$ cat config.mk
export PLATFORM = sky130hd
export DESIGN_NAME = inbound_msg_queue
export DESIGN_NICKNAME = d
export VERILOG_FILES = /design/src/rtl/imq_pkg.sv /design/src/rtl/imq_pack.sv /design/src/rtl/imq_respool.sv /design/src/rtl/imq_ring.sv /design/src/rtl/inbound_msg_queue.sv
export SDC_FILE = /design/constraint.sdc
export NUM_CORES = 1
export LEC_CHECK = 0
export ABC_AREA = 1
export ABC_CLOCK_PERIOD_IN_PS = 5310
export BUFFER_PORTS_ARGS = -buffer_cell sky130_fd_sc_hd__buf_2
export CAP_MARGIN = 20
export CORE_AREA = 2 2 214 216
export DETAILED_ROUTE_END_ITERATION = 10
export DIE_AREA = 0 0 216 218
export GPL_TIMING_DRIVEN = 0
export SYNTH_ARGS = -nofsm -noshare
export SYNTH_HDL_FRONTEND = slang
export SYNTH_SLANG_ARGS = --single-unit
$ cat constraint.sdc
create_clock -name clk -period 5.31 [get_ports clk]
set_input_delay 0.2655 -clock clk [delete_from_list [all_inputs] [get_ports clk]]
set_output_delay 0.2655 -clock clk [all_outputs]
set_load 0.03 [all_outputs]
$ cat src/rtl/imq_pkg.sv
package imq_pkg;
  localparam int HDR_W     = 128;
  localparam int PAY_W     = 128;
  localparam int ENTRY_W   = 256;
  localparam int VEC_W     = 8;
  // header bit positions decoded by this block
  localparam int H_ACKREQ  = 89;
  localparam int H_BOTH    = 101;
  localparam int H_A_LO    = 58;
  localparam int H_A_HI    = 81;
  localparam int H_B_LO    = 41;
  localparam int H_B_HI    = 56;
  // entry layout
  localparam int E_PAY_W   = 96;
  localparam int E_A_LSB   = 96;
  localparam int E_VEC_LSB = 120;
  localparam int E_B_LSB   = 128;
endpackage

$ cat src/rtl/imq_pack.sv
module imq_pack
  import imq_pkg::*;
(
  input  logic [HDR_W-1:0]   hdr,
  input  logic [PAY_W-1:0]   pay,
  input  logic [VEC_W-1:0]   vec,
  output logic [ENTRY_W-1:0] entry
);
  localparam int A_W = H_A_HI - H_A_LO + 1;
  localparam int B_W = H_B_HI - H_B_LO + 1;

  always_comb begin
    entry = '0;
    entry[E_PAY_W-1:0]             = pay[E_PAY_W-1:0];
    entry[E_A_LSB +: A_W]          = hdr[H_A_HI:H_A_LO];
    entry[E_VEC_LSB +: VEC_W]      = vec;
    entry[E_B_LSB +: B_W]          = hdr[H_B_HI:H_B_LO];
  end
endmodule

$ cat src/rtl/imq_respool.sv
module imq_respool #(
  parameter int NRES = 8
) (
  input  logic            clk,
  input  logic            rst_n,
  input  logic            alloc_en,
  input  logic            rel_wr,
  input  logic [NRES-1:0] rel_mask,
  output logic [NRES-1:0] busy,
  output logic [NRES-1:0] grant,
  output logic            any_free
);
  logic [NRES-1:0] free_v;
  logic [NRES-1:0] busy_nx;

  assign free_v   = ~busy;
  assign grant    = free_v & (~free_v + NRES'(1));
  assign any_free = |free_v;

  always_comb begin
    busy_nx = busy;
    if (rel_wr)   busy_nx = busy_nx & ~rel_mask;
    if (alloc_en) busy_nx = busy_nx | grant;
  end

  always_ff @(posedge clk or negedge rst_n) begin
    if (!rst_n) busy <= '0;
    else        busy <= busy_nx;
  end
endmodule

$ cat src/rtl/imq_ring.sv
module imq_ring #(
  parameter int DEPTH = 17
) (
  input  logic                       clk,
  input  logic                       rst_n,
  input  logic                       push,
  input  logic                       pop_req,
  output logic [$clog2(DEPTH)-1:0]   head,
  output logic [$clog2(DEPTH)-1:0]   tail,
  output logic [$clog2(DEPTH+1)-1:0] occ,
  output logic                       full
);
  localparam int PTR_W = $clog2(DEPTH);
  localparam int CNT_W = $clog2(DEPTH + 1);
  localparam logic [PTR_W-1:0] LAST = PTR_W'(DEPTH - 1);

  logic             do_pop;
  logic [PTR_W-1:0] head_nx, tail_nx;
  logic [CNT_W-1:0] occ_nx;

  assign full   = (occ == CNT_W'(DEPTH));
  assign do_pop = pop_req && (occ != '0);

  always_comb begin
    head_nx = head;
    tail_nx = tail;
    occ_nx  = occ;
    if (push)   tail_nx = (tail == LAST) ? '0 : tail + PTR_W'(1);
    if (do_pop) head_nx = (head == LAST) ? '0 : head + PTR_W'(1);
    if (push && !do_pop)      occ_nx = occ + CNT_W'(1);
    else if (!push && do_pop) occ_nx = occ - CNT_W'(1);
  end

  always_ff @(posedge clk or negedge rst_n) begin
    if (!rst_n) begin
      head <= '0;
      tail <= '0;
      occ  <= '0;
    end else begin
      head <= head_nx;
      tail <= tail_nx;
      occ  <= occ_nx;
    end
  end
endmodule

$ cat src/rtl/inbound_msg_queue.sv
module inbound_msg_queue
  import imq_pkg::*;
#(
  parameter int DEPTH = 17,
  parameter int NRES  = 8
) (
  input  logic                     clk,
  input  logic                     rst_n,
  input  logic                     in_valid,
  output logic                     in_ready,
  input  logic [HDR_W-1:0]         in_hdr,
  input  logic [PAY_W-1:0]         in_pay,
  input  logic                     pop,
  input  logic                     ack_wr,
  input  logic [NRES-1:0]          ack_mask,
  output logic                     qwr_en,
  output logic [$clog2(DEPTH)-1:0] qwr_addr,
  output logic [ENTRY_W-1:0]       qwr_data,
  output logic                     irq,
  output logic                     irq_both,
  output logic [$clog2(DEPTH)-1:0] head_ptr,
  output logic [$clog2(DEPTH)-1:0] tail_ptr,
  output logic [NRES-1:0]          res_busy
);
  localparam int PTR_W = $clog2(DEPTH);
  localparam int CNT_W = $clog2(DEPTH + 1);

  // reset: asserted asynchronously, released through two flops
  logic rst_s1_n, rst_q_n;
  always_ff @(posedge clk or negedge rst_n) begin
    if (!rst_n) begin
      rst_s1_n <= 1'b0;
      rst_q_n  <= 1'b0;
    end else begin
      rst_s1_n <= 1'b1;
      rst_q_n  <= rst_s1_n;
    end
  end

  logic             ack_req, accept, full, any_free;
  logic [NRES-1:0]  grant;
  logic [VEC_W-1:0] vec8;
  logic [ENTRY_W-1:0] entry;
  logic [CNT_W-1:0] occ;

  assign ack_req  = in_hdr[H_ACKREQ];
  assign in_ready = rst_q_n && !full && (!ack_req || any_free);
  assign accept   = in_valid && in_ready;

  always_comb begin
    vec8 = '0;
    if (ack_req) vec8[NRES-1:0] = grant;
  end

  imq_ring #(.DEPTH(DEPTH)) u_ring (
    .clk(clk), .rst_n(rst_q_n), .push(accept), .pop_req(pop),
    .head(head_ptr), .tail(tail_ptr), .occ(occ), .full(full)
  );

  imq_respool #(.NRES(NRES)) u_pool (
    .clk(clk), .rst_n(rst_q_n), .alloc_en(accept && ack_req),
    .rel_wr(ack_wr), .rel_mask(ack_mask), .busy(res_busy),
    .grant(grant), .any_free(any_free)
  );

  imq_pack u_pack (.hdr(in_hdr), .pay(in_pay), .vec(vec8), .entry(entry));

  // write port and interrupt: strobes every cycle, payload on enable
  always_ff @(posedge clk or negedge rst_q_n) begin
    if (!rst_q_n) begin
      qwr_en <= 1'b0;
      irq    <= 1'b0;
    end else begin
      qwr_en <= accept;
      irq    <= accept;
    end
  end

  always_ff @(posedge clk or negedge rst_q_n) begin
    if (!rst_q_n) begin
      qwr_addr <= '0;
      qwr_data <= '0;
      irq_both <= 1'b0;
    end else if (accept) begin
      qwr_addr <= tail_ptr;
      qwr_data <= entry;
      irq_both <= in_hdr[H_BOTH];
    end
  end
endmodule

==> flow_results.org, run 1 <==
** Power
- Worst-case vdd ir drop :: around 0.27 mV
- The internal power of the cells totals 2895 uW.
- Total leakage power :: 0.007190 uW
- The share of total power dissipated in the clock network is around a quarter.
- Proportion of total power due to net switching :: between 40% and 50%
- Sw power :: 2006 uW
- Gate power share :: between 30 and 40%
- Dividing total power by cell area gives a power density of 380.6 nW/um^2.
- Reg power frac :: between 30% and 40%

** Timing
- For the pin with the worst max-slew slack, the measured transition is roughly 0.93 ns.
- Clock period minus worst slack :: 3.808 ns
- Worst Hold Slack :: ~0.048 ns
- Dividing the final minimum period by the clock period gives a little over 70%.
- Setup violations remaining at the end of the flow were counted as 0.
- Total count of max-transition violations in the final report :: 0
- RSZ-0062 raised after global routing :: false
- Max-slew headroom at the worst pin :: between 30% and 40%
- The number of failing hold endpoints at the final stage was 0.
- Final Skew :: ~0.017 ns
- Static timing analysis puts the maximum clock frequency at 0.2626 GHz.

** Worst setup path
- In this run the number of cells on the critical path is 15.
- STA classifies the critical path startpoint as a register.
- In this run the critical register-to-register path is captured at u_ring.occ[4].
- First element of the critical path :: rst_q_n
- Critical path buffer and inverter count :: 6
- STA puts the critical path data arrival time at about 4.2 ns.
- The worst setup path is captured at a register.
- In this design, the stage delay of the slowest critical-path cell is ~0.95 ns.
- Critical path class :: register to register
- Path depth of the worst reg2reg path :: 15
- Cell family contributing the most delay on the critical path :: buffers and inverters
- Maximum net fanout on the critical path :: a little over 60
- For flop-to-flop paths, the worst setup slack is 1.50 ns.
- End point of the critical path :: u_ring.occ[4]
- The slowest stage of the critical path belongs to the cell sky130_fd_sc_hd__dfrtp_4.
- The signal on the critical path passes through buf_16 -> inv_1 -> nor2_2 -> nand3_2 -> buf_6 -> buf_4 -> inv_1 -> ha_1 -> inv_1 -> ha_1 -> a21oi_1 -> nand2_1 -> xor2_1 -> nand2_1 -> nand2_1.
- Worst reg2reg startpoint :: rst_q_n
- Required time at the worst-slack endpoint :: roughly 5.7 ns

** Cells and area
- The post-route netlist has between 30% and 40% of its cells at a drive strength greater than 1.
- After the last flow step, the layout net total stands at 1790.
- After filler insertion, the fill cell instance count of the layout stands at roughly 4800.
- Final design utilization :: between 20% and 30%
- Compared with the post-synthesis result, the final layout area differs by 51.04%.

** Synthesis
- Top post-synthesis cells by area :: sky130_fd_sc_hd__dfrtp_1 52%, sky130_fd_sc_hd__nand2_1 16%, sky130_fd_sc_hd__nand4_1 11%
- Yosys mapped a number of flops with a built-in enable equal to 0.
- A synthesized cell averages 8.817 um^2.
- The synthesized netlist occupies a cell area of around 8500 um^2.
- For this run, the leading register cell type out of synthesis is sky130_fd_sc_hd__dfrtp_1.
- Synthesis handed over a netlist of 967 instances.
- sky130_fd_sc_hd__dfrtp_1 takes more of the synthesized area than any other cell.
- Synth warnings :: 0
- Share of Yosys cell area claimed by the top area cell type :: between 50% and 60%
- Number of flip-flops and latches in the synthesized netlist :: between 150 and 200
- Sequential area share after synthesis :: between 50% and 60%
- Most repeated cell in the gate-level netlist after synthesis :: sky130_fd_sc_hd__nand2_1
- Counting flops with an async set or reset pin after synthesis yields a share of between 90% and 100%.
- The commonest cells after synthesis are 365 x sky130_fd_sc_hd__nand2_1, 176 x sky130_fd_sc_hd__dfrtp_1, 152 x sky130_fd_sc_hd__nand4_1.
- In this run, distinct cell masters in the synthesized netlist total 27.

** Floorplan
- Die outline width :: approximately 220 um
- Area of the placeable core :: approximately 45000 um^2
- In this run the count of I/O pins placed on the die edge is about 550.
- For this configuration, the core starts out at a cell density of roughly a fifth.
- Full die area :: around 47000 um^2
- In this run the core area contains about 80 standard-cell rows.
- Die Span Y :: approximately 220 um

** Detailed routing
- DR DRC count :: 0
- The first detailed-routing pass ran for 5 iterations.
- Detailed routing inserted a total of roughly 8400 vias.
- Final routed wire length divided by cell count :: around 15 um
- Routed wire length :: 31560 um
- Antenna-violating nets left :: 0
- The detailed router finished its first iteration with 392 violations.
- Vias per cell :: ~4

** Clock network
- Number of hold buffers added after CTS :: 93
- The later pin in the worst-skew pair is clocked with a latency of around 0.49 ns.
- The number of clock buffers added by TritonCTS is 17.
- Count of instances resized after the clock tree is built :: 0
- Setup bufs post-CTS :: 0
- Maximum clock insertion buffer count :: 2
- TritonCTS built the clock tree.
- Clock-pin slew was measured on the worst setup and hold paths at 0.07 ns.
- Number of levels in the clock H-tree :: 4
- The clock drives about 180 sinks.
- Clock tree synthesis selected as its root buffer the cell sky130_fd_sc_hd__clkbuf_16.

** Run status
- The run finished with clean final reports.

** Job
- Max cap viols :: 0

** GRT
- Entering global routing, the biggest net connects 63 pins.
- Antenna violations before repair :: 3
- The number of global-route vias before repair was 8312.
- Global-route wire length before repair :: 47020 um
- Global routing used between 10% and 20% of the available tracks.
- Total global routing overflow :: 0

** Hold path
- In this run the worst hold path is classified as primary input to register.

** Place
- During placement, the flow inserted port buffers numbering between 300 and 400.
- Routability-driven placement finished with a final weighted congestion of approximately 0.86.
- Summed over all nets, the half-perimeter wirelength after detailed placement is approximately 23000 um.
[cell families (layout without fill, tap and decap cells)]
logic type,after synthesis,count (layout),share of synthesized area [%]
xor gates and xnor gates,7,7,0.7191
and+or+nand+nor,557,557,29.76
DFF,176,176,51.66
AOI/OAI and AO/OA,12,12,0.7632
buffers and inverters,204,650,15.60
adders and majority gates,9,9,1.409
other,2,115,0.08809
[power by group through the flow]
stage	combinational [uW]	sequential, uW	clock, uW
after floorplan	662	2350	0
after global placement	1690	1860	0
after detailed placement	1730	1840	0
after CTS	1790	1820	1350
after global routing	1930	1870	1400
final	1780	1820	1300
[through the flow]
step	worst slack, ns	cells	instance area [um^2]	setup TNS, ns	total power [uW]
floorplan	0.8450	1078	8944	0	3012
global placement	-0.8281	1998	11300	-3.119	3543
detailed placement	1.340	2000	11350	0	3579
CTS	1.322	2124	12870	0	4970
global route	1.054	2124	12870	0	5197
finish	1.502	2126	12880	0	4901
[registers in the layout, summed over array words and instances (netlist names)]
| signal | cells |
|---|---|
| irq | 1 |
| u_ring.tail | 5 |
| rst_s1_n | 1 |
| qwr_data | 144 |
| u_ring.head | 5 |
| irq_both | 1 |
| qwr_addr | 5 |
| u_ring.occ | 5 |
| rst_q_n | 1 |
| u_pool.busy | 8 |
[worst min-delay path by stage]
stage,startpoint,to,slack [ns],cells past startpoint
6_report,in_pay[83],qwr_data[83],0.05,3
5_1_grt,in_pay[73],qwr_data[73],0.02,3
4_1_cts,in_pay[16],qwr_data[16],0.0007,3
3_5_place_dp,rst_n,rst_s1_n,0.05,1
3_3_place_gp,rst_n,rst_s1_n,0.05,1
2_1_floorplan,rst_n,rst_q_n,-0.03,0
[worst min-delay path: stages]
cell and delay, ns:
sky130_fd_sc_hd__buf_2 0.10, sky130_fd_sc_hd__nand4_1 0.07, sky130_fd_sc_hd__nand2_1 0.05
[metal layers]
layer	routed length [um]	global-route usage, %	up-vias
met5	13	0	-
met4	820	5.388	2
met3	2283	4.463	54
met2	15290	22.32	341
met1	13150	15.62	3915
li1	-	-	4080
[cell type report]
cell class	count	area, um^2	share of cell area [%]
timing repair buffer	415	2587	20.09
inverter	22	82.58	0.6413
buffer	182	1247	9.687
sequential	176	4408	34.23
multi-input combinational	698	3208	24.91
clock buffer	20	456.7	3.546
clock inverter	11	131.4	1.020
tap	600	750.7	5.830
antenna	2	5.005	0.03886
[layout by cell type (no fill, tap or decap)]
cell type                       netlist  final
sky130_fd_sc_hd__clkbuf_8             0      2
sky130_fd_sc_hd__diode_2              0      2
sky130_fd_sc_hd__o21bai_1             1      1
sky130_fd_sc_hd__ha_1                 8      8
sky130_fd_sc_hd__xor2_1               3      3
sky130_fd_sc_hd__dfrtp_4              0      1
sky130_fd_sc_hd__clkbuf_16            0     17
sky130_fd_sc_hd__o21ai_0              6      6
sky130_fd_sc_hd__clkinv_2             0      2
sky130_fd_sc_hd__buf_6               12     12
sky130_fd_sc_hd__nor3b_1              2      2
sky130_fd_sc_hd__bufinv_16            0      2
sky130_fd_sc_hd__dlygate4sd3_1        0     93
sky130_fd_sc_hd__o21a_1               1      1
sky130_fd_sc_hd__nor3_1               2      2
sky130_fd_sc_hd__nor2_1              10     10
sky130_fd_sc_hd__a21oi_1              4      4
sky130_fd_sc_hd__nand3_1             20     20
sky130_fd_sc_hd__buf_16               0      2
sky130_fd_sc_hd__clkbuf_1            16     17
sky130_fd_sc_hd__nand3_2              1      1
sky130_fd_sc_hd__buf_1                9      9
sky130_fd_sc_hd__dfrtp_1            176    175
sky130_fd_sc_hd__inv_1               22     22
sky130_fd_sc_hd__nor2_2               1      1
sky130_fd_sc_hd__nand4_1            152    152
sky130_fd_sc_hd__clkinv_4             0      5
sky130_fd_sc_hd__nand3b_2             1      1
sky130_fd_sc_hd__nor2_4               1      1
sky130_fd_sc_hd__conb_1               2    113
sky130_fd_sc_hd__buf_4              117    117
sky130_fd_sc_hd__nand3b_1             2      2
sky130_fd_sc_hd__xnor2_1              4      4
sky130_fd_sc_hd__nand2_1            365    365
sky130_fd_sc_hd__buf_2               28    348
sky130_fd_sc_hd__inv_6                0      2
sky130_fd_sc_hd__fa_1                 1      1
Power figures use the tool's default switching activity.
==> inputs of run 2 (changes only) <==
--- a/config.mk
+++ b/config.mk
@@ -6,12 +6,12 @@
 export NUM_CORES = 1
 export LEC_CHECK = 0
 export ABC_AREA = 1
-export ABC_CLOCK_PERIOD_IN_PS = 5310
+export ABC_CLOCK_PERIOD_IN_PS = 3800
 export BUFFER_PORTS_ARGS = -buffer_cell sky130_fd_sc_hd__buf_2
 export CAP_MARGIN = 20
-export CORE_AREA = 2 2 214 216
+export CORE_AREA = 2 2 216 218
 export DETAILED_ROUTE_END_ITERATION = 10
-export DIE_AREA = 0 0 216 218
+export DIE_AREA = 0 0 218 220
 export GPL_TIMING_DRIVEN = 0
 export SYNTH_ARGS = -nofsm -noshare
 export SYNTH_HDL_FRONTEND = slang
==> constraint.sdc (replaced) <==
create_clock -name clk -period 3.8 [get_ports clk]
set_input_delay 0.19 -clock clk [delete_from_list [all_inputs] [get_ports clk]]
set_output_delay 0.19 -clock clk [all_outputs]
set_load 0.03 [all_outputs]
==> run 2 against run 1 <==
Against the previous run:
- wire length up 2.1%
- final area increased by 4.4%
- die area rose by 1.9%
- total power rose by 40%
- sequential share of layout area down 1.4 points
- via count up 3.4%
- cell count up 2.9%
- first-iteration DRC count is 25% higher
- utilization up 0.63 points
- critical path type unchanged
==> flow_results.org, run 2 (synthesis results as in run 1) <==
** Detailed routing
- Vias per cell :: 3.968 (+0.52%)
- Detailed router's first-iteration violation count :: 491 (+25%)
- DR DRC count :: 0 (unchanged)
- Number of optimization iterations in the first detailed-route pass :: 5 (unchanged)
- Final routed wire length divided by cell count :: 14.73 um (-0.74%)
- The total vias in the final route was 8678 (+3.4%).
- The wire length after detailed routing came to 32220 um (+2.1%).
- The number of nets with antenna violations after detailed routing came to 0 (unchanged).

** Clock network
- Clock sink count :: 176 (unchanged)
- The number of buffers on the longest clock path came to 2 (unchanged).
- TritonCTS built the clock tree.
- Clk Latency, worst-skew pair :: 0.48 ns (about the same)
- Count of instances resized after the clock tree is built :: 0 (unchanged)
- Clock slew at reported path FFs :: 0.06 ns (about the same)
- CTS Root Buffer Type :: sky130_fd_sc_hd__clkbuf_16
- Number of levels in the clock H-tree :: 4 (unchanged)
- The number of buffers inserted during clock tree synthesis was 17 (unchanged).

** Place
- Input/output buffers :: 320 (unchanged)
- The post-placement worst setup slack is -0.08383 ns (-1.424 ns).
- The global placer's final weighted congestion was 0.8496 (-0.93%).
- HPWL after detailed placement :: 22990 um (-0.52%)
- The instance area at placement came to 11360 um^2 (about the same).

** Timing
- Setup repair after global routing left no endpoint under its margin.
- Worst Hold Slack :: 0.1324 ns (+0.08445 ns)
- The slew at the pin closest to its max-slew limit was 0.8792 ns (-0.05171 ns).
- Count of final hold-check violations :: 0 (unchanged)
- The worst max-slew margin expressed relative to the limit was 41.39% (+3.4 points).
- The count of pins over their slew limit is 0 (unchanged).
- The total of endpoints with negative setup slack in the final report came to 0 (unchanged).
- Post-route clock period utilization :: 89.86% (+18 points)
- Final Skew :: 0.009249 ns (-0.008205 ns)
- Clock period minus worst slack :: 3.415 ns (-0.3938 ns)
- Least setup slack across all paths after layout :: 0.3855 ns (-1.116 ns)
- Achievable frequency :: 0.2929 GHz (+12%)

** GRT
- Total global routing overflow :: 0 (unchanged)
- The number of global-route vias before repair is 8206 (-1.3%).
- Antenna violations before repair :: 4 (+1)
- Global-route wire length before repair :: 46880 um (-0.31%)
- Maximum number of pins on one net before global-route repair :: 62 (-1.6%)
- The total global routing track utilization was 13.13% (-0.17 points).

** Cells and area
- The fraction of layout cells with a size suffix above 1 came to 32.41% (-1.3 points).
- The final-stage net count is 1846 (+3.1%).
- The top cell types in the final layout, fill and taps aside, are 365 x sky130_fd_sc_hd__nand2_1, 348 x sky130_fd_sc_hd__buf_2, 175 x sky130_fd_sc_hd__dfrtp_1.
- The flip-flop count of the largest register, all copies and words added came to 144 (unchanged).
- Post-route standard cell area excluding fillers :: 13440 um^2 (+4.4%)
- From synthesis to final layout, the design area changed by 57.69%.
- Count of inserted antenna diode cells :: 0 (-2)
- Register name with the most flops :: qwr_data
- Leading cell type in the layout, fill and taps excluded :: sky130_fd_sc_hd__nand2_1
- In the final layout, the registers with the most flip-flops are qwr_data: 144 flops, u_pool.busy: 8 flops.

** Power
- The clock power share is 25.8% (-0.7 points).
- The internal power contribution is 4068 uW (+41%).
- Sw power :: 2794 uW (+39%)
- The relative contribution of sequential cells to total power was 37.0% (-0.2 points).
- The overall power of the completed layout is 6862 uW (+40%).
- Pwr Density :: 510.4 nW/um^2 (+34%)
- Gate power share :: 37.2% (+0.9 points)
- The leakage dissipation is 0.007407 uW (+3.0%).
- The maximum vdd drop is 0.2301 mV (-14%).
- Proportion of total power due to net switching :: 40.72% (-0.21 points)

** Floorplan
- The number of primary I/O pins is 552 (unchanged).
- Initial core utilization :: 18.59% (-0.40 points)
- Die Span Y :: 220 um (+0.92%)
- The die width came to 218 um (+0.93%).
- The site row count was 79 (+1.3%).
- The area of the die is 47960 um^2 (+1.9%).
- Area of the placeable core :: 45860 um^2 (+2.2%)

** Worst setup path
- Critical path class :: register to register
- Worst reg2reg startpoint :: rst_q_n
- Maximum net fanout on the critical path :: 57 (-8.1%)
- The required time of the critical path came to 4.17 ns (-1.52 ns).
- Data arrival time of the critical path :: 3.78 ns (-0.40 ns)
- Endpoint class of the critical path :: register
- In this run the worst setup path begins at rst_q_n.
- The worst setup path is launched from a register.

** Job
- Max cap viols :: 0 (unchanged)

** Run status
- The run finished with clean final reports.

** Hold path
- The path class of the tightest hold or removal check is primary input to register.
- Start point of the worst min-delay path :: in_hdr[89]
-- run 2: cell count changes in the layout (fill, tap and decap cells not counted), sizes merged --
cell         previous run  this run
diode                   2         0
clkbuf                 36        40
inv                    24        23
buf                   488       489
clkinvlp                0         4
dlygate4sd3            93       147
clkinv                  7         1
-- run 2: cell type report --
class,instances,area [um^2]
well taps,607,759.5
multi-input cells,698,3208
clock buffers,23,457.9
flip-flops and latches,176,4408
inverters,22,82.58
plain buffers,182,1247
repair buffers,471,3173
clock inverters,8,107.6
fillers,4823,32420
-- run 2: per-layer routing --
| metal | track usage [%] | part of all wire [%] | up-vias | wire [um] |
|---|---|---|---|---|
| li1 | - | - | 4179 | - |
| met1 | 15.26 | 41 | 4078 | 13170 |
| met2 | 22.20 | 50 | 375 | 16010 |
| met3 | 4.086 | 7.2 | 42 | 2319 |
| met4 | 5.760 | 2.1 | 4 | 691 |
| met5 | 0 | 0.084 | - | 27 |
-- run 2: critical path: stages, from the launching register on --
cell,delay (ns)
sky130_fd_sc_hd__dfrtp_4,0.66
sky130_fd_sc_hd__buf_16,0.30
sky130_fd_sc_hd__inv_1,0.11
sky130_fd_sc_hd__nor2_2,0.34
sky130_fd_sc_hd__nand3_2,0.16
sky130_fd_sc_hd__buf_6,0.20
sky130_fd_sc_hd__buf_4,0.18
sky130_fd_sc_hd__inv_1,0.12
sky130_fd_sc_hd__ha_1,0.25
sky130_fd_sc_hd__inv_1,0.11
sky130_fd_sc_hd__ha_1,0.34
sky130_fd_sc_hd__a21oi_1,0.20
sky130_fd_sc_hd__a21oi_1,0.10
sky130_fd_sc_hd__o21a_1,0.19
-- run 2: through the flow --
step                      util [%]  TNS, ns  std cells
after floorplan                  -        0       1078
after global placement       24.65   -14.26       2005
after detailed placement     24.77  -0.1389       2007
after CTS                    29.26        0       2186
after global routing         29.31        0       2187
final                        29.31        0       2187
-- run 2: what timing repair did --
action                                  in CTS  in global routing
endpoints found under the setup margin       2                  2
hold endpoints to repair                   147                  0
hold buffers                               147                  0
pin swaps                                    0                  0
buffers inserted                             1                  1
-- run 2: power by group through the flow --
stage / combinational [uW] / clock, uW / sequential (uW)
after global placement: 2360 / 0 / 2580
after floorplan: 925 / 0 / 3280
final: 2550 / 1770 / 2540
after detailed placement: 2420 / 0 / 2570
after global routing: 2770 / 1910 / 2590
after CTS: 2550 / 1860 / 2540
-- run 2: final timing paths --
path                                       to  slack (ns)  cells past startpoint
max in group asynchronous         qwr_addr[2]        2.90                      1
worst max-delay path            u_ring.occ[3]        0.39                     13
worst max register to register  u_ring.occ[3]        0.39                     13
worst min-delay path            qwr_data[127]        0.13                      5
worst min register to register   qwr_data[65]        0.25                      0
min in group asynchronous        qwr_data[65]        0.25                      0
